[src/rtl/wmc_pkg.sv]
package wmc_pkg;
  typedef enum logic [1:0] {CYC_I = 2'd0, CYC_A = 2'd1, CYC_B = 2'd2} cyc_e;

  typedef enum logic [2:0] {
    S_IDLE, S_CHK, S_RD_A, S_WR_A, S_RD_B, S_WR_B, S_DONE
  } st_e;

  localparam int unsigned LEN_CHAIN = 1;
  localparam int unsigned LEN_ONE   = 4;
  localparam int unsigned LEN_TWO   = 7;
endpackage

[src/rtl/wmc_len_dec.sv]
module wmc_len_dec import wmc_pkg::*; #(
  parameter int unsigned LW = 3
) (
  input  logic [LW-1:0] len_i,
  output logic          legal_o,
  output logic          two_op_o,
  output logic          chained_o
);
  always_comb begin
    chained_o = (len_i == LW'(LEN_CHAIN));
    two_op_o  = chained_o || (len_i == LW'(LEN_TWO));
    legal_o   = two_op_o || (len_i == LW'(LEN_ONE));
  end
endmodule

[src/rtl/wmc_addr_chk.sv]
module wmc_addr_chk #(
  parameter int unsigned AW    = 14,
  parameter int unsigned DEPTH = 16000
) (
  input  logic [AW-1:0] addr_i,
  output logic          bad_o
);
  localparam logic [AW:0] LIMIT = (AW+1)'(DEPTH);

  // location zero may not have its mark cleared
  always_comb bad_o = (addr_i == '0) || ({1'b0, addr_i} >= LIMIT);
endmodule

[src/rtl/wmc_addr_regs.sv]
module wmc_addr_regs #(
  parameter int unsigned AW    = 14,
  parameter int unsigned DEPTH = 16000
) (
  input  logic          clk_i,
  input  logic          rst_ni,
  input  logic          ld_i,
  input  logic          ld_one_i,
  input  logic [AW-1:0] a_in_i,
  input  logic [AW-1:0] b_in_i,
  input  logic          dec_a_i,
  input  logic          dec_b_i,
  input  logic          b_from_a_i,
  output logic [AW-1:0] a_q_o,
  output logic [AW-1:0] b_q_o
);
  localparam logic [AW-1:0] TOP = AW'(DEPTH - 1);

  logic [AW-1:0] a_dec, b_dec;

  always_comb begin
    a_dec = (a_q_o == '0) ? TOP : a_q_o - AW'(1);
    b_dec = (b_q_o == '0) ? TOP : b_q_o - AW'(1);
  end

  always_ff @(posedge clk_i or negedge rst_ni) begin
    if (!rst_ni) begin
      a_q_o <= '0;
      b_q_o <= '0;
    end else if (ld_i) begin
      a_q_o <= a_in_i;
      b_q_o <= ld_one_i ? a_in_i : b_in_i;
    end else begin
      if (dec_a_i) a_q_o <= a_dec;
      if (b_from_a_i)   b_q_o <= a_dec;
      else if (dec_b_i) b_q_o <= b_dec;
    end
  end
endmodule

[src/rtl/wmc_ctrl.sv]
module wmc_ctrl import wmc_pkg::*; (
  input  logic       clk_i,
  input  logic       rst_ni,
  input  logic       start_i,
  input  logic       legal_i,
  input  logic       two_op_i,
  input  logic       chained_i,
  input  logic       a_bad_i,
  input  logic       b_bad_i,
  output logic       ld_o,
  output logic       ld_one_o,
  output logic       dec_a_o,
  output logic       dec_b_o,
  output logic       b_from_a_o,
  output logic       mem_req_o,
  output logic       mem_we_o,
  output logic       sel_b_o,
  output logic [1:0] cycle_o,
  output logic       busy_o,
  output logic       done_o,
  output logic       ok_o,
  output logic       ill_o,
  output logic       perr_o
);
  st_e  state_q, state_d;
  logic legal_q, two_q;
  logic ok_q, ill_q, perr_q;
  cyc_e err_cyc_q;

  always_comb begin
    state_d    = state_q;
    ld_o       = 1'b0;
    ld_one_o   = 1'b0;
    dec_a_o    = 1'b0;
    dec_b_o    = 1'b0;
    b_from_a_o = 1'b0;
    mem_req_o  = 1'b0;
    mem_we_o   = 1'b0;
    sel_b_o    = 1'b0;
    cycle_o    = CYC_I;
    done_o     = 1'b0;
    unique case (state_q)
      S_IDLE: if (start_i) begin
        state_d  = S_CHK;
        ld_o     = legal_i && !chained_i;
        ld_one_o = !two_op_i;
      end
      S_CHK: state_d = (!legal_q || a_bad_i || b_bad_i) ? S_DONE : S_RD_A;
      S_RD_A: begin
        mem_req_o = 1'b1;
        cycle_o   = CYC_A;
        state_d   = S_WR_A;
      end
      S_WR_A: begin
        mem_req_o  = 1'b1;
        mem_we_o   = 1'b1;
        cycle_o    = CYC_A;
        dec_a_o    = 1'b1;
        b_from_a_o = !two_q;
        state_d    = two_q ? S_RD_B : S_DONE;
      end
      S_RD_B: begin
        mem_req_o = 1'b1;
        sel_b_o   = 1'b1;
        cycle_o   = CYC_B;
        state_d   = S_WR_B;
      end
      S_WR_B: begin
        mem_req_o = 1'b1;
        mem_we_o  = 1'b1;
        sel_b_o   = 1'b1;
        cycle_o   = CYC_B;
        dec_b_o   = 1'b1;
        state_d   = S_DONE;
      end
      S_DONE: begin
        done_o  = 1'b1;
        cycle_o = err_cyc_q;
        state_d = S_IDLE;
      end
      default: state_d = S_DONE;
    endcase
  end

  always_ff @(posedge clk_i or negedge rst_ni) begin
    if (!rst_ni) begin
      state_q   <= S_IDLE;
      legal_q   <= 1'b0;
      two_q     <= 1'b0;
      ok_q      <= 1'b0;
      ill_q     <= 1'b0;
      perr_q    <= 1'b0;
      err_cyc_q <= CYC_I;
    end else begin
      state_q <= state_d;
      case (state_q)
        S_IDLE: if (start_i) begin
          legal_q   <= legal_i;
          two_q     <= two_op_i;
          ok_q      <= 1'b0;
          ill_q     <= 1'b0;
          perr_q    <= 1'b0;
          err_cyc_q <= CYC_I;
        end
        S_CHK: begin
          if (!legal_q) ill_q <= 1'b1;
          else if (a_bad_i) begin
            perr_q    <= 1'b1;
            err_cyc_q <= CYC_A;
          end else if (b_bad_i) begin
            perr_q    <= 1'b1;
            err_cyc_q <= CYC_B;
          end
        end
        S_WR_A: if (!two_q) ok_q <= 1'b1;
        S_WR_B: ok_q <= 1'b1;
        S_RD_A, S_RD_B, S_DONE: ;
        default: begin
          ok_q   <= 1'b0;
          ill_q  <= 1'b0;
          perr_q <= 1'b1;
        end
      endcase
    end
  end

  always_comb begin
    busy_o = (state_q != S_IDLE);
    ok_o   = done_o && ok_q;
    ill_o  = done_o && ill_q;
    perr_o = done_o && perr_q;
  end
endmodule

[src/rtl/wm_clear_seq.sv]
module wm_clear_seq import wmc_pkg::*; #(
  parameter int unsigned AW     = 14,
  parameter int unsigned DEPTH  = 16000,
  parameter int unsigned DW     = 8,
  parameter int unsigned WM_BIT = 7
) (
  input  logic          clk_i,
  input  logic          rst_ni,
  input  logic          start_i,
  input  logic [2:0]    len_i,
  input  logic [AW-1:0] a_addr_i,
  input  logic [AW-1:0] b_addr_i,
  output logic          mem_req_o,
  output logic          mem_we_o,
  output logic [AW-1:0] mem_addr_o,
  output logic [DW-1:0] mem_wdata_o,
  input  logic [DW-1:0] mem_rdata_i,
  output logic [AW-1:0] a_addr_o,
  output logic [AW-1:0] b_addr_o,
  output logic [1:0]    cycle_o,
  output logic          busy_o,
  output logic          done_o,
  output logic          ok_o,
  output logic          ill_len_o,
  output logic          proc_err_o
);
  localparam logic [DW-1:0] WM_MASK = DW'(1) << WM_BIT;

  logic legal, two_op, chained;
  logic ld, ld_one, dec_a, dec_b, b_from_a, sel_b;
  logic [1:0][AW-1:0] chk_addr;
  logic [1:0]         chk_bad;

  wmc_len_dec #(.LW(3)) u_len (
    .len_i(len_i), .legal_o(legal), .two_op_o(two_op), .chained_o(chained)
  );

  wmc_addr_regs #(.AW(AW), .DEPTH(DEPTH)) u_regs (
    .clk_i(clk_i), .rst_ni(rst_ni), .ld_i(ld), .ld_one_i(ld_one),
    .a_in_i(a_addr_i), .b_in_i(b_addr_i), .dec_a_i(dec_a), .dec_b_i(dec_b),
    .b_from_a_i(b_from_a), .a_q_o(a_addr_o), .b_q_o(b_addr_o)
  );

  assign chk_addr[0] = a_addr_o;
  assign chk_addr[1] = b_addr_o;

  for (genvar g = 0; g < 2; g++) begin : g_chk
    wmc_addr_chk #(.AW(AW), .DEPTH(DEPTH)) u_addr_chk (
      .addr_i(chk_addr[g]), .bad_o(chk_bad[g])
    );
  end

  wmc_ctrl u_ctrl (
    .clk_i(clk_i), .rst_ni(rst_ni), .start_i(start_i),
    .legal_i(legal), .two_op_i(two_op), .chained_i(chained),
    .a_bad_i(chk_bad[0]), .b_bad_i(chk_bad[1]),
    .ld_o(ld), .ld_one_o(ld_one), .dec_a_o(dec_a), .dec_b_o(dec_b),
    .b_from_a_o(b_from_a), .mem_req_o(mem_req_o), .mem_we_o(mem_we_o),
    .sel_b_o(sel_b), .cycle_o(cycle_o), .busy_o(busy_o), .done_o(done_o),
    .ok_o(ok_o), .ill_o(ill_len_o), .perr_o(proc_err_o)
  );

  assign mem_addr_o  = sel_b ? b_addr_o : a_addr_o;
  assign mem_wdata_o = mem_rdata_i & ~WM_MASK;
endmodule

[config.mk]
export PLATFORM = sky130hd
export DESIGN_NAME = wm_clear_seq
export DESIGN_NICKNAME = d
export VERILOG_FILES = /design/src/rtl/wmc_pkg.sv /design/src/rtl/wmc_len_dec.sv /design/src/rtl/wmc_addr_chk.sv /design/src/rtl/wmc_addr_regs.sv /design/src/rtl/wmc_ctrl.sv /design/src/rtl/wm_clear_seq.sv
export SDC_FILE = /design/constraint.sdc
export NUM_CORES = 1
export LEC_CHECK = 0
export ABC_AREA = 1
export BUFFER_PORTS_ARGS = -buffer_cell sky130_fd_sc_hd__buf_2
export CAP_MARGIN = 10
export CORE_ASPECT_RATIO = 1.25
export CORE_MARGIN = 8
export CORE_UTILIZATION = 48
export CTS_CLUSTER_SIZE = 25
export DETAILED_ROUTE_END_ITERATION = 7
export GPL_ROUTABILITY_DRIVEN = 0
export PLACE_DENSITY = 0.85
export SLEW_MARGIN = 20
export SYNTH_ARGS = -nofsm -noshare
export SYNTH_HDL_FRONTEND = slang
export SYNTH_SLANG_ARGS = --single-unit
[constraint.sdc]
create_clock -name clk_i -period 1.5 [get_ports clk_i]
set_input_delay 0.225 -clock clk_i [delete_from_list [all_inputs] [get_ports clk_i]]
set_output_delay 0.225 -clock clk_i [all_outputs]
set_load 0.005 [all_outputs]
==> results of run 1 <==
[kinds of logic (layout without fill, tap and decap cells)]
kind of cell | Yosys count | in the layout | share of synthesized area
and+or+nand+nor | 327 | 328 | 0.430
buffers and inverters | 85 | 296 | 0.123
AOI/OAI and AO/OA | 72 | 72 | 0.116
DFF | 38 | 38 | 0.285
xor gates and xnor gates | 11 | 11 | 0.0289
adders and majority gates | 4 | 4 | 0.0150
other | 1 | 1 | 0.00112
[routing by layer]
metal / track usage / part of all wire / up-vias
met1: 0.336 / 0.30 / 2403
li1: - / - / 2145
met5: 0 / 0 / -
met2: 0.549 / 0.43 / 607
met4: 0.244 / 0.12 / 0
met3: 0.0971 / 0.15 / 266
[power by group through the flow]
stage	registers (mW)	clock network, mW	logic (mW)
finish	1.93	0.791	9.96
global route	1.95	0.816	10.4
CTS	1.85	0.759	7.87
detailed placement	1.86	0	6.27
global placement	1.83	0	6.10
floorplan	2.00	0	3.06
[sequential cells by signal, indices dropped and copies added (netlist names)]
register,cells
u_regs.a_q_o,14
u_regs.b_q_o,14
u_ctrl.state_q,3
u_ctrl.err_cyc_q,2
u_ctrl.ill_q,1
u_ctrl.legal_q,1
u_ctrl.ok_q,1
u_ctrl.perr_q,1
u_ctrl.two_q,1
[per-stage QoR]
stage | std cells | hold slack, ns | setup slack (ns) | utilization
3_3_place_gp | 786 | 0.153 | -0.0858 | 0.655
5_1_grt | 840 | 0.224 | -0.714 | 0.843
3_5_place_dp | 786 | 0.165 | -0.150 | 0.655
2_1_floorplan | 538 | -0.0706 | 0.00264 | -
4_1_cts | 818 | 0.198 | -0.181 | 0.763
6_report | 840 | 0.232 | -0.601 | 0.843
[final cells by class]
cell class                 instances  area share
timing repair inverter             2     0.00217
sequential                        38       0.165
multi-input combinational        416       0.449
timing repair buffer             222       0.302
clock buffer                       7      0.0149
tap                               90      0.0195
inverter                          64      0.0468
clock inverter                     1    0.000867
[repair_timing]
action | in CTS | in global routing
endpoints found under the setup margin | 54 | 58
setup buffers | 16 | 21
pin swaps | 19 | 23
hold buffers | 1 | 0
resized for setup | 129 | 106
cloned | 7 | 1
endpoints found under the hold margin | 15 | 0
[worst min-delay path by stage]
stage	end	slack (ns)	depth (start not counted)
2_1_floorplan	u_ctrl.err_cyc_q[0]$_DFFE_PN0P_	-0.07	0
5_1_grt	u_regs.a_q_o[0]$_DFFE_PN0P_	0.22	3
6_report	u_regs.a_q_o[8]$_DFFE_PN0P_	0.23	3
4_1_cts	u_regs.a_q_o[8]$_DFFE_PN0P_	0.20	3
3_5_place_dp	u_ctrl.state_q[1]$_DFFE_PN0P_	0.17	1
3_3_place_gp	u_ctrl.state_q[1]$_DFFE_PN0P_	0.15	1
[tightest hold or removal path: cells and delay by family]
kind / cells / cell delay (ns)
AND/OR/NAND/NOR: 2 / 0.18
buffers and inverters: 1 / 0.10
[layout by cell type, fill, tap and decap left out, types with 6 or more instances in the layout]
master / count
nor2_4: 14
inv_2: 7
nand3_1: 37
nor2_1: 51
nand2_4: 16
xor2_1: 10
o21ai_1: 16
o21ai_4: 6
nand2_1: 131
clkbuf_8: 6
nand3_2: 7
o21ai_2: 16
buf_4: 104
inv_4: 6
nand4_1: 11
buf_12: 9
buf_6: 18
inv_1: 50
nor2_2: 17
o21ai_0: 12
dfrtp_1: 36
buf_2: 83
nand2_2: 27
==> flow_metrics.tcl, run 1 <==
set metrics [dict create \
    period_share 1.40 \
    syn2layout_area_growth_pct 73.2 \
    reg2reg_slack_ns -0.60 \
    clk_latency_ns 0.32 \
    syn_avg_cell_area_um2 6.20 \
    drt-total-wl_um 20600 \
    synth.area.top_cells "dfrtp_1, nand2_1, nor2_1, o21ai_0, nand3_1" \
    seqPwrFrac 0.152 \
    yosysMostFrequentCell "nand2_1" \
    wl_per_cell_um 24.5 \
    violations "DRC, setup timing" \
    clock-sinks 38 \
    leakagePower_nw 3.00 \
    synth_nets 584 \
    cp_num_buf_inv 3 \
    synthDominantCellAreaShare 0.285 \
    ys_types 35 \
    vias 5421 \
    crit_start "u_ctrl.state_q[1]$_DFFE_PN0P_" \
    hpwl_um 10100 \
    arrival_ns 2.34 \
    grt_pass1_wl_um 25300 \
    yosysSeqAreaShare 0.285 \
    p_sw_mw 6.63 \
    initial_core_util 0.487 \
    cts_tree "yes" \
    antenna_found_initial 0 \
    cts-buffers-inserted 5 \
    rsz0062_at_grt "yes" \
    start_kind "register" \
    r2r_start "u_ctrl.state_q[1]$_DFFE_PN0P_" \
    multi_input_area_um2 2590 \
    seq_area_um2 953 \
    hold_path.class "input port to register" \
    clock-root-buffer "clkbuf_8" \
    initialDrtViolationCount 820 \
    grt-ovfl-total 0 \
    p_per_area_nw_per_um2 2200 \
    status "finished with violations" \
    slew_headroom 0.546 \
    ys_top_cells_by_count "nand2_1, nor2_1, inv_1, o21ai_0, nand3_1" \
    fp.dieH_um 109 \
    hold_viol 0 \
    worst_pin_slew_ns 0.678 \
    reg2reg_to "u_regs.b_q_o[4]$_DFFE_PN0P_" \
    period_minus_slack_ns 2.10 \
    critical_path.max_fanout 7 \
    dr.pass1.iters 8 \
    fin_area_um2 5780 \
    hold_path.startpoint "a_addr_i[8]" \
    slowest_delay_ns 0.41 \
    fmax_mhz 476 \
    ios 101 \
    drc 2 \
    synthArstFlopShare 1.00 \
    crit_slowest_cell "dfrtp_1" \
    grt_usage 0.323 \
    pwr-share-clk 0.062 \
    intPower_mw 6.05 \
    nets 795 \
    ir_worst_vdd_mv 1.49 \
    reg2reg_depth 10 \
    coreArea_um2 6850 \
    setup_ws_ns -0.601 \
    critPathKind "register to register" \
    worst_ep_required_time_ns 1.74 \
    drive_gt1_frac 0.495 \
    fin_skew_ns 0.0194 \
    yosys_register_bits 38 \
    die_w_um 90.6 \
    combPwrFrac 0.785 \
    critPathCapture "u_regs.b_q_o[4]$_DFFE_PN0P_" \
    p_sw_frac 0.523 \
    synth_ff_type "dfrtp_1" \
    cts_max_path_buffers 2 \
    crit_cells 10 \
    setup_viol 58 \
    path_clk_slew_ns 0.08 \
    rows 34 \
    antenna_cells 0 \
    via_per_inst 6.45 \
    post_dp_cell_area_um2 4490 \
    tns_ns -14.91 \
    synth_area_um2 3330 \
    crit_family "simple AND/OR/NAND/NOR gates" \
    ys_warn_count 0 \
    synthCells 538 \
    finalPower_mw 12.7 \
    cap_viol_max_count 0 \
    dieArea_um2 9890 \
    drv_slew 0 \
    cts-htree-levels 2 \
    grt_max_degree 24 \
    fillers 342 \
    end_kind "register" \
    ant_nets 0 \
    worstPathCellList "buf_6 > nor2_4 > nand3_4 > buf_8 > nor2_4 > buf_6 > nand2_1 > nand3_1 > nand4_1 > nand2_2" \
    yosysTopAreaCell "dfrtp_1" \
    grt_pass1_vias 5006 \
    port_buffers 84 \
    synth-edff-count 0 \
]
(Power assumes the default switching activity.)
==> run 2: changes to the inputs <==
--- a/config.mk
+++ b/config.mk
@@ -6,16 +6,17 @@
 export NUM_CORES = 1
 export LEC_CHECK = 0
 export ABC_AREA = 1
-export BUFFER_PORTS_ARGS = -buffer_cell sky130_fd_sc_hd__buf_2
 export CAP_MARGIN = 10
 export CORE_ASPECT_RATIO = 1.25
 export CORE_MARGIN = 8
-export CORE_UTILIZATION = 48
+export CORE_UTILIZATION = 58
 export CTS_CLUSTER_SIZE = 25
 export DETAILED_ROUTE_END_ITERATION = 7
+export DONT_BUFFER_PORTS = 1
 export GPL_ROUTABILITY_DRIVEN = 0
-export PLACE_DENSITY = 0.85
+export PLACE_DENSITY = 0.74
 export SLEW_MARGIN = 20
 export SYNTH_ARGS = -nofsm -noshare
 export SYNTH_HDL_FRONTEND = slang
 export SYNTH_SLANG_ARGS = --single-unit
+export TNS_END_PERCENT = 50
==> run 2 against run 1 <==
Net effect:
- die area shrank 15%
- highest routed layer unchanged
- combinational power shrank 18%
- critical endpoint is now u_regs.b_q_o[10]$_DFFE_PN0P_
- the flow finishes with violations (setup timing)
- non-clock buffer count down 82
- setup slack better by 0.29 ns
- critical path depth is 2 lower
==> flow_metrics.tcl, run 2 (synthesized netlist as in run 1, its figures left out) <==
set metrics [dict create \
    grt_pass1_vias 4275 \
    arrival_ns 2.02 \
    reg2reg_to "u_regs.b_q_o[10]$_DFFE_PN0P_" \
    grt-ovfl-total 0 \
    slew_headroom 0.594 \
    holdWs_ns 0.0722 \
    path_clk_slew_ns 0.08 \
    port_buffers 0 \
    dr.pass1.iters 6 \
    stdcell_count 731 \
    r2r_start "u_ctrl.state_q[1]$_DFFE_PN0P_" \
    reg2reg_slack_ns -0.31 \
    antenna_found_initial 0 \
    fin_skew_ns 0.00840 \
    leakagePower_nw 2.53 \
    drt-total-wl_um 15500 \
    placed_cells 701 \
    setup_viol 54 \
    antenna_cells 0 \
    grt_usage 0.307 \
    hold_viol 0 \
    violations "setup timing" \
    cap_viol_max_count 0 \
    drc 0 \
    cts-htree-levels 2 \
    seqPwrFrac 0.178 \
    period_share 1.21 \
    clk_latency_ns 0.31 \
    end_kind "register" \
    intPower_mw 5.47 \
    hold_depth 2 \
    cts-buffers-inserted 5 \
    grt_max_degree 39 \
    worst_pin_slew_ns 0.603 \
    cts_max_path_buffers 2 \
    rsz0062_at_grt "yes" \
    hold_end "u_regs.a_q_o[7]$_DFFE_PN0P_" \
    start_kind "register" \
    clock-root-buffer "clkbuf_8" \
    syn2layout_area_growth_pct 50.1 \
    period_minus_slack_ns 1.81 \
    ir_worst_vdd_mv 1.55 \
    pwr-share-clk 0.069 \
    hpwl_um 9560 \
    cts_tree "yes" \
    worst_ep_required_time_ns 1.71 \
    dp_slack_ns -0.208 \
    mostFrequentLayoutCells "nand2_1, buf_4, nor2_1, inv_1, nand3_1" \
    fmax_mhz 551 \
    initial_core_util 0.589 \
    p_per_area_nw_per_um2 2170 \
    setup_ws_ns -0.315 \
    dieArea_um2 8450 \
    vias 4615 \
    clock-sinks 38 \
    drv_slew 0 \
    critPathKind "register to register" \
    p_sw_frac 0.497 \
    combPwrFrac 0.753 \
    coreArea_um2 5660 \
    ios 101 \
    status "finished with violations" \
    wl_per_cell_um 21.3 \
    finalCoreUtilization 0.884 \
    drive_gt1_frac 0.377 \
    die_w_um 83.8 \
    fp.dieH_um 101 \
    fillers 289 \
    nets 710 \
    hold_path.class "input port to register" \
    hold_path.startpoint "a_addr_i[7]" \
    grt_pass1_wl_um 20900 \
    p_sw_mw 5.39 \
    via_per_inst 6.31 \
    rows 31 \
    finalPower_mw 10.9 \
    initialDrtViolationCount 684 \
    critical_path.max_fanout 6 \
    reg2reg_depth 8 \
    layout_commonest_cell "nand2_1" \
    top_regs "u_regs.a_q_o: 14 flops, u_regs.b_q_o: 14 flops, u_ctrl.state_q: 3 flops" \
    ant_nets 0 \
]
run 2: cell types whose count changed in the layout (fill, tap and decap cells not counted), moves of 5 or more:
cell	delta
buf_6	-7
nand3_1	+6
o21ai_4	-5
nand2_2	-5
nand2_4	-9
buf_4	+9
buf_2	-83
nand2_1	+14
o21ai_0	+8
run 2: critical path, cell delays in order, from the launching register on:
cell     delay, ns
dfrtp_2       0.45
nor2_4        0.16
nand3_4       0.15
o21ai_0       0.54
nand2_1       0.14
nor2_1        0.12
nor2_1        0.05
nand3_1       0.06
nand2_1       0.05
run 2: cell type report:
cell class                      instances  area, um2  area share
Sequential cell                        38        953       0.191
Clock buffer                            8       80.1      0.0160
Multi-Input combinational cell        415       2320       0.465
Tap cell                               66       82.6      0.0165
Inverter                               64        270      0.0540
Timing Repair Buffer                  140       1290       0.258
run 2: worst max-delay path by stage:
stage | cells after the start | startpoint | slack (ns) | endpoint
after floorplan | 9 | u_regs.a_q_o[0]$_DFFE_PN0P_ | -0.004 | u_ctrl.state_q[2]$_DFFE_PN0P_
after global placement | 11 | u_ctrl.state_q[1]$_DFFE_PN0P_ | -0.15 | u_regs.b_q_o[5]$_DFFE_PN0P_
after detailed placement | 11 | u_ctrl.state_q[1]$_DFFE_PN0P_ | -0.21 | u_regs.b_q_o[5]$_DFFE_PN0P_
after CTS | 11 | u_ctrl.state_q[2]$_DFFE_PN0P_ | -0.18 | u_regs.b_q_o[5]$_DFFE_PN0P_
after global routing | 8 | u_ctrl.state_q[1]$_DFFE_PN0P_ | -0.46 | u_regs.b_q_o[10]$_DFFE_PN0P_
final | 8 | u_ctrl.state_q[1]$_DFFE_PN0P_ | -0.31 | u_regs.b_q_o[10]$_DFFE_PN0P_
run 2: through the flow:
step	setup TNS [ns]	cell area [um2]
floorplan	-0.0116	3340
global placement	-1.90	4220
detailed placement	-3.06	4220
CTS	-5.53	4590
global route	-12.16	5000
finish	-9.26	5000
run 2: timing repair:
item,CTS,global route
gates resized for setup,91,70
setup endpoints to repair,54,54
gates cloned,2,5
hold endpoints to repair,38,0
setup buffers,7,6
hold buffers,2,0
pin swaps,14,16
run 2: per-layer routing:
metal | global-route usage | vias to the layer above | part of all wire
met1 | 0.312 | 2104 | 0.31
li1 | - | 1971 | -
met5 | 0 | - | 0
met2 | 0.553 | 404 | 0.48
met3 | 0.0866 | 136 | 0.12
met4 | 0.170 | 0 | 0.079
run 2: power by group through the flow:
| stage | combinational, mW | clock, mW | sequential, mW |
|---|---|---|---|
| after floorplan | 3.05 | 0 | 2.00 |
| after global placement | 5.91 | 0 | 1.84 |
| after detailed placement | 6.08 | 0 | 1.86 |
| after CTS | 6.96 | 0.720 | 1.86 |
| after global routing | 8.71 | 0.776 | 1.96 |
| final | 8.18 | 0.745 | 1.94 |
==> run 3: changes to the inputs <==
--- a/config.mk
+++ b/config.mk
@@ -5,7 +5,6 @@
 export SDC_FILE = /design/constraint.sdc
 export NUM_CORES = 1
 export LEC_CHECK = 0
-export ABC_AREA = 1
 export CAP_MARGIN = 10
 export CORE_ASPECT_RATIO = 1.25
 export CORE_MARGIN = 8
==> run 3 against run 2 <==
Net effect:
- the run now fails in global routing
- synthesized cell count is 29% lower
- synthesized area fell by 7.1%
==> flow_metrics.tcl, run 3 <==
set metrics [dict create \
    cts-buffers-inserted 5 \
    synth-edff-count 0 \
    hpwl_um 8910 \
    error "[ERROR GRT-0232] Routing congestion too high. Check the congestion heatmap in the GUI." \
    synth_nets 426 \
    ys_warn_count 0 \
    syn_avg_cell_area_um2 8.16 \
    die_w_um 81.4 \
    grt-ovfl-total 2 \
    grt_usage 0.582 \
    ios 101 \
    ys_top_cells_by_count "nand2_1, dfrtp_1, o21ai_0, nor2_1, a21oi_1" \
    synth_area_um2 3100 \
    rows 29 \
    crit_endpoint "u_regs.b_q_o[12]$_DFFE_PN0P_/D" \
    placed_cells 519 \
    grt_max_degree 39 \
    cts_max_path_buffers 2 \
    ys_types 60 \
    yosysMostFrequentCell "nand2_1" \
    yosysSeqAreaShare 0.307 \
    synthDominantCellAreaShare 0.307 \
    port_buffers 0 \
    synth_ff_type "dfrtp_1" \
    clock-root-buffer "clkbuf_8" \
    fp.dieH_um 97.7 \
    synthArstFlopShare 1.00 \
    worst_path_end_type "register data pin" \
    yosys_register_bits 38 \
    cts-htree-levels 2 \
    lastStage "global routing" \
    synthCells 380 \
    clock-sinks 38 \
    initial_core_util 0.606 \
    synth.area.top_cells "dfrtp_1, nand2_1, o21ai_0, mux2_2, a21oi_1" \
    yosysTopAreaCell "dfrtp_1" \
    status "aborted with a tool error" \
]
run 3: changes by cell type after synthesis, sizes merged, moves of 9 or more:
cell / previous run / this run
inv: 64 / 16
o21ai: 50 / 31
and2: 0 / 9
nand3: 48 / 9
mux2: 0 / 12
nand2: 177 / 42
nor2: 83 / 27
a21oi: 7 / 22
xnor2: 1 / 10
clkbuf: 3 / 13
run 3: metrics by stage:
step | setup WS (ns) | instance area [um2] | setup TNS [ns]
4_1_cts | -0.467 | 4420 | -16.58
2_1_floorplan | -0.511 | 3300 | -10.24
3_3_place_gp | -0.516 | 3980 | -10.84
3_5_place_dp | -0.554 | 3980 | -12.69
run 3: cell families after synthesis:
group / count (synthesis) / synth area share
simple gates: 141 / 0.248
compound gates: 121 / 0.263
buf+inv: 46 / 0.0711
flops: 38 / 0.307
mux: 16 / 0.0565
xor+xnor: 13 / 0.0367
fa+ha+maj: 4 / 0.0161
other cells: 1 / 0.00121
run 3: routing by layer:
layer,GRT usage,overflow
met1,0.588,0
met2,0.741,0
met5,0.127,0
met4,0.477,2
met3,0.466,0
run 3: what timing repair did:
action	4_1_cts
setup endpoints to repair	58
gates cloned	2
endpoints found under the hold margin	38
resized for setup	50
pin swaps	18
setup buffers	11
hold buffers	2
==> run 4: changes to the inputs <==
--- a/config.mk
+++ b/config.mk
@@ -6,14 +6,12 @@
 export NUM_CORES = 1
 export LEC_CHECK = 0
 export CAP_MARGIN = 10
-export CORE_ASPECT_RATIO = 1.25
 export CORE_MARGIN = 8
-export CORE_UTILIZATION = 58
-export CTS_CLUSTER_SIZE = 25
+export CORE_UTILIZATION = 40
 export DETAILED_ROUTE_END_ITERATION = 7
 export DONT_BUFFER_PORTS = 1
 export GPL_ROUTABILITY_DRIVEN = 0
-export PLACE_DENSITY = 0.74
+export PLACE_DENSITY_LB_ADDON = 0.15
 export SLEW_MARGIN = 20
 export SYNTH_ARGS = -nofsm -noshare
 export SYNTH_HDL_FRONTEND = slang
==> constraint.sdc (replaced) <==
create_clock -name clk_i -period 2 [get_ports clk_i]
set_input_delay 0.3 -clock clk_i [delete_from_list [all_inputs] [get_ports clk_i]]
set_output_delay 0.3 -clock clk_i [all_outputs]
set_load 0.005 [all_outputs]
==> run 4 against run 3 <==
Net effect:
- the flow now finishes, with violations (setup timing)
- synthesized area stayed put
- synthesized cell count unchanged
==> flow_metrics.tcl, run 4 <==
set metrics [dict create \
    critPathKind "register to register" \
    initial_core_util 0.407 \
    synth_nets 426 \
    antenna_found_initial 0 \
    rsz0062_at_grt "yes" \
    p_per_area_nw_per_um2 1500 \
    seq_area_um2 953 \
    clock-sinks 38 \
    synth-edff-count 0 \
    vias 3316 \
    ios 101 \
    cap_viol_max_count 0 \
    status "finished with violations" \
    hpwl_um 8900 \
    worst_ep_required_time_ns 2.18 \
    r2r_start "u_regs.b_q_o[0]$_DFFE_PN0P_" \
    yosys_register_bits 38 \
    synthAdderAreaFrac 0.0161 \
    nets 489 \
    crit_start "u_regs.b_q_o[0]$_DFFE_PN0P_" \
    worst_pin_slew_ns 0.517 \
    critical_path.max_fanout 4 \
    grt_max_degree 39 \
    top_regs "u_regs.a_q_o: 14 flops, u_regs.b_q_o: 14 flops, u_ctrl.state_q: 3 flops" \
    drt-total-wl_um 11400 \
    violations "setup timing" \
    hold_path.class "input port to register" \
    syn_avg_cell_area_um2 8.16 \
    cts-htree-levels 2 \
    period_share 1.01 \
    period_minus_slack_ns 2.02 \
    rows 32 \
    fillers 733 \
    synth_mux_area_frac 0.0565 \
    cts_max_path_buffers 2 \
    synth_compound_area_frac 0.263 \
    fp.dieH_um 104 \
    drc 0 \
    antenna_cells 0 \
    synth.area.top_cells "dfrtp_1, nand2_1, o21ai_0, mux2_2, a21oi_1" \
    grt_usage 0.202 \
    via_per_inst 6.07 \
    hold_viol 0 \
    slew_headroom 0.653 \
    fmax_mhz 495 \
    yosysMostFrequentCell "nand2_1" \
    syn2layout_area_growth_pct 34.2 \
    grt-ovfl-total 0 \
    fin_area_um2 4160 \
    end_kind "register" \
    yosysSeqAreaShare 0.307 \
    cts_tree "yes" \
    grt_pass1_vias 3161 \
    hold_path.startpoint "a_addr_i[5]" \
    yosysTopAreaCell "dfrtp_1" \
    drv_slew 0 \
    coreArea_um2 7610 \
    post_dp_cell_area_um2 3710 \
    ir_worst_vdd_mv 0.861 \
    drive_gt1_frac 0.369 \
    path_clk_slew_ns 0.08 \
    wl_per_cell_um 20.9 \
    leakagePower_nw 1.65 \
    ys_warn_count 0 \
    synthDominantCellAreaShare 0.307 \
    synth_top_family_by_area "compound AO/OA/AOI/OAI gates" \
    layout_commonest_cell "buf_4" \
    die_w_um 104 \
    dr.pass1.iters 5 \
    dieArea_um2 10800 \
    setup_viol 1 \
    fin_skew_ns 0.0123 \
    synthArstFlopShare 1.00 \
    grt_pass1_wl_um 17500 \
    initialDrtViolationCount 231 \
    placed_cells 530 \
    ys_types 60 \
    ant_nets 0 \
    stdcell_count 546 \
    synthCells 380 \
    port_buffers 0 \
    clk_latency_ns 0.30 \
    setup_ws_ns -0.0209 \
    synth_ff_type "dfrtp_1" \
    multi_input_area_um2 2230 \
    arrival_ns 2.20 \
    start_kind "register" \
    clock-root-buffer "clkbuf_8" \
    synth-simple-area-share 0.248 \
    ys_top_cells_by_count "nand2_1, dfrtp_1, o21ai_0, nor2_1, a21oi_1" \
    synth_area_um2 3100 \
    synth_xor_area_frac 0.0367 \
    cts-buffers-inserted 5 \
    mostFrequentLayoutCells "buf_4, nand2_1, dfrtp_1, nor2_1, o21ai_0" \
]
run 4: cell counts after synthesis:
No cell type changed its count.
run 4: metrics by stage:
| stage | utilization | worst slack (ns) | hold slack (ns) | setup TNS, ns | power (mW) |
|---|---|---|---|---|---|
| 6_report | 0.547 | -0.0209 | 0.119 | -0.0209 | 6.25 |
| 5_1_grt | 0.547 | -0.131 | 0.124 | -0.446 | 6.69 |
| 4_1_cts | 0.512 | -0.0547 | 0.118 | -0.0867 | 5.86 |
| 3_5_place_dp | 0.488 | -0.127 | 0.00608 | -0.975 | 5.20 |
| 3_3_place_gp | 0.488 | -0.0758 | 0.00589 | -0.558 | 5.12 |
| 2_1_floorplan | - | -0.0311 | 0.00441 | -0.101 | 3.64 |
run 4: final timing paths:
check	slack, ns	end	cells after the start
worst max register to register	-0.02	u_regs.b_q_o[7]$_DFFE_PN0P_	4
worst min register to register	0.51	u_ctrl.perr_q$_DFFE_PN0P_	1
max in group asynchronous	1.32	u_regs.b_q_o[9]$_DFFE_PN0P_	2
min in group asynchronous	0.47	u_regs.a_q_o[8]$_DFFE_PN0P_	2
worst min-delay path	0.12	u_regs.a_q_o[5]$_DFFE_PN0P_	2
worst max-delay path	-0.02	u_regs.b_q_o[7]$_DFFE_PN0P_	4
run 4: kinds of logic after synthesis:
logic type / Yosys count
other cells: 1
simple gates: 141
mux: 16
flops: 38
xor+xnor: 13
buf+inv: 46
compound gates: 121
fa+ha+maj: 4
run 4: cell type report:
type	count	area share
repair buffers	86	0.170
flip-flops and latches	38	0.229
multi-input cells	296	0.536
well taps	102	0.0307
inverters	16	0.0144
clock buffers	8	0.0193
run 4: critical path, cell delays in order, from the launching register on:
cell	delay [ns]
dfrtp_1	0.43
or4_4	0.56
or4_4	0.43
a21o_1	0.19
a221o_1	0.29
run 4: power breakdown:
part           total, mW  switching, mW  internal (mW)
sequential          1.44          0.325           1.12
combinational       4.27           2.31           1.96
clock              0.533          0.285          0.248
total               6.25           2.92           3.33
run 4: timing repair:
action | CTS | global route
setup buffers | 1 | 5
pin swaps | 4 | 18
resized for setup | 15 | 59
endpoints found under the setup margin | 23 | 38
hold buffers | 2 | 0
hold endpoints to repair | 38 | 0
run 4: per-layer routing:
metal	up-vias	share of wire	GRT usage
li1	1550	-	-
met4	0	0.019	0.0548
met3	19	0.081	0.0496
met5	-	0	0
met2	144	0.47	0.317
met1	1603	0.43	0.269
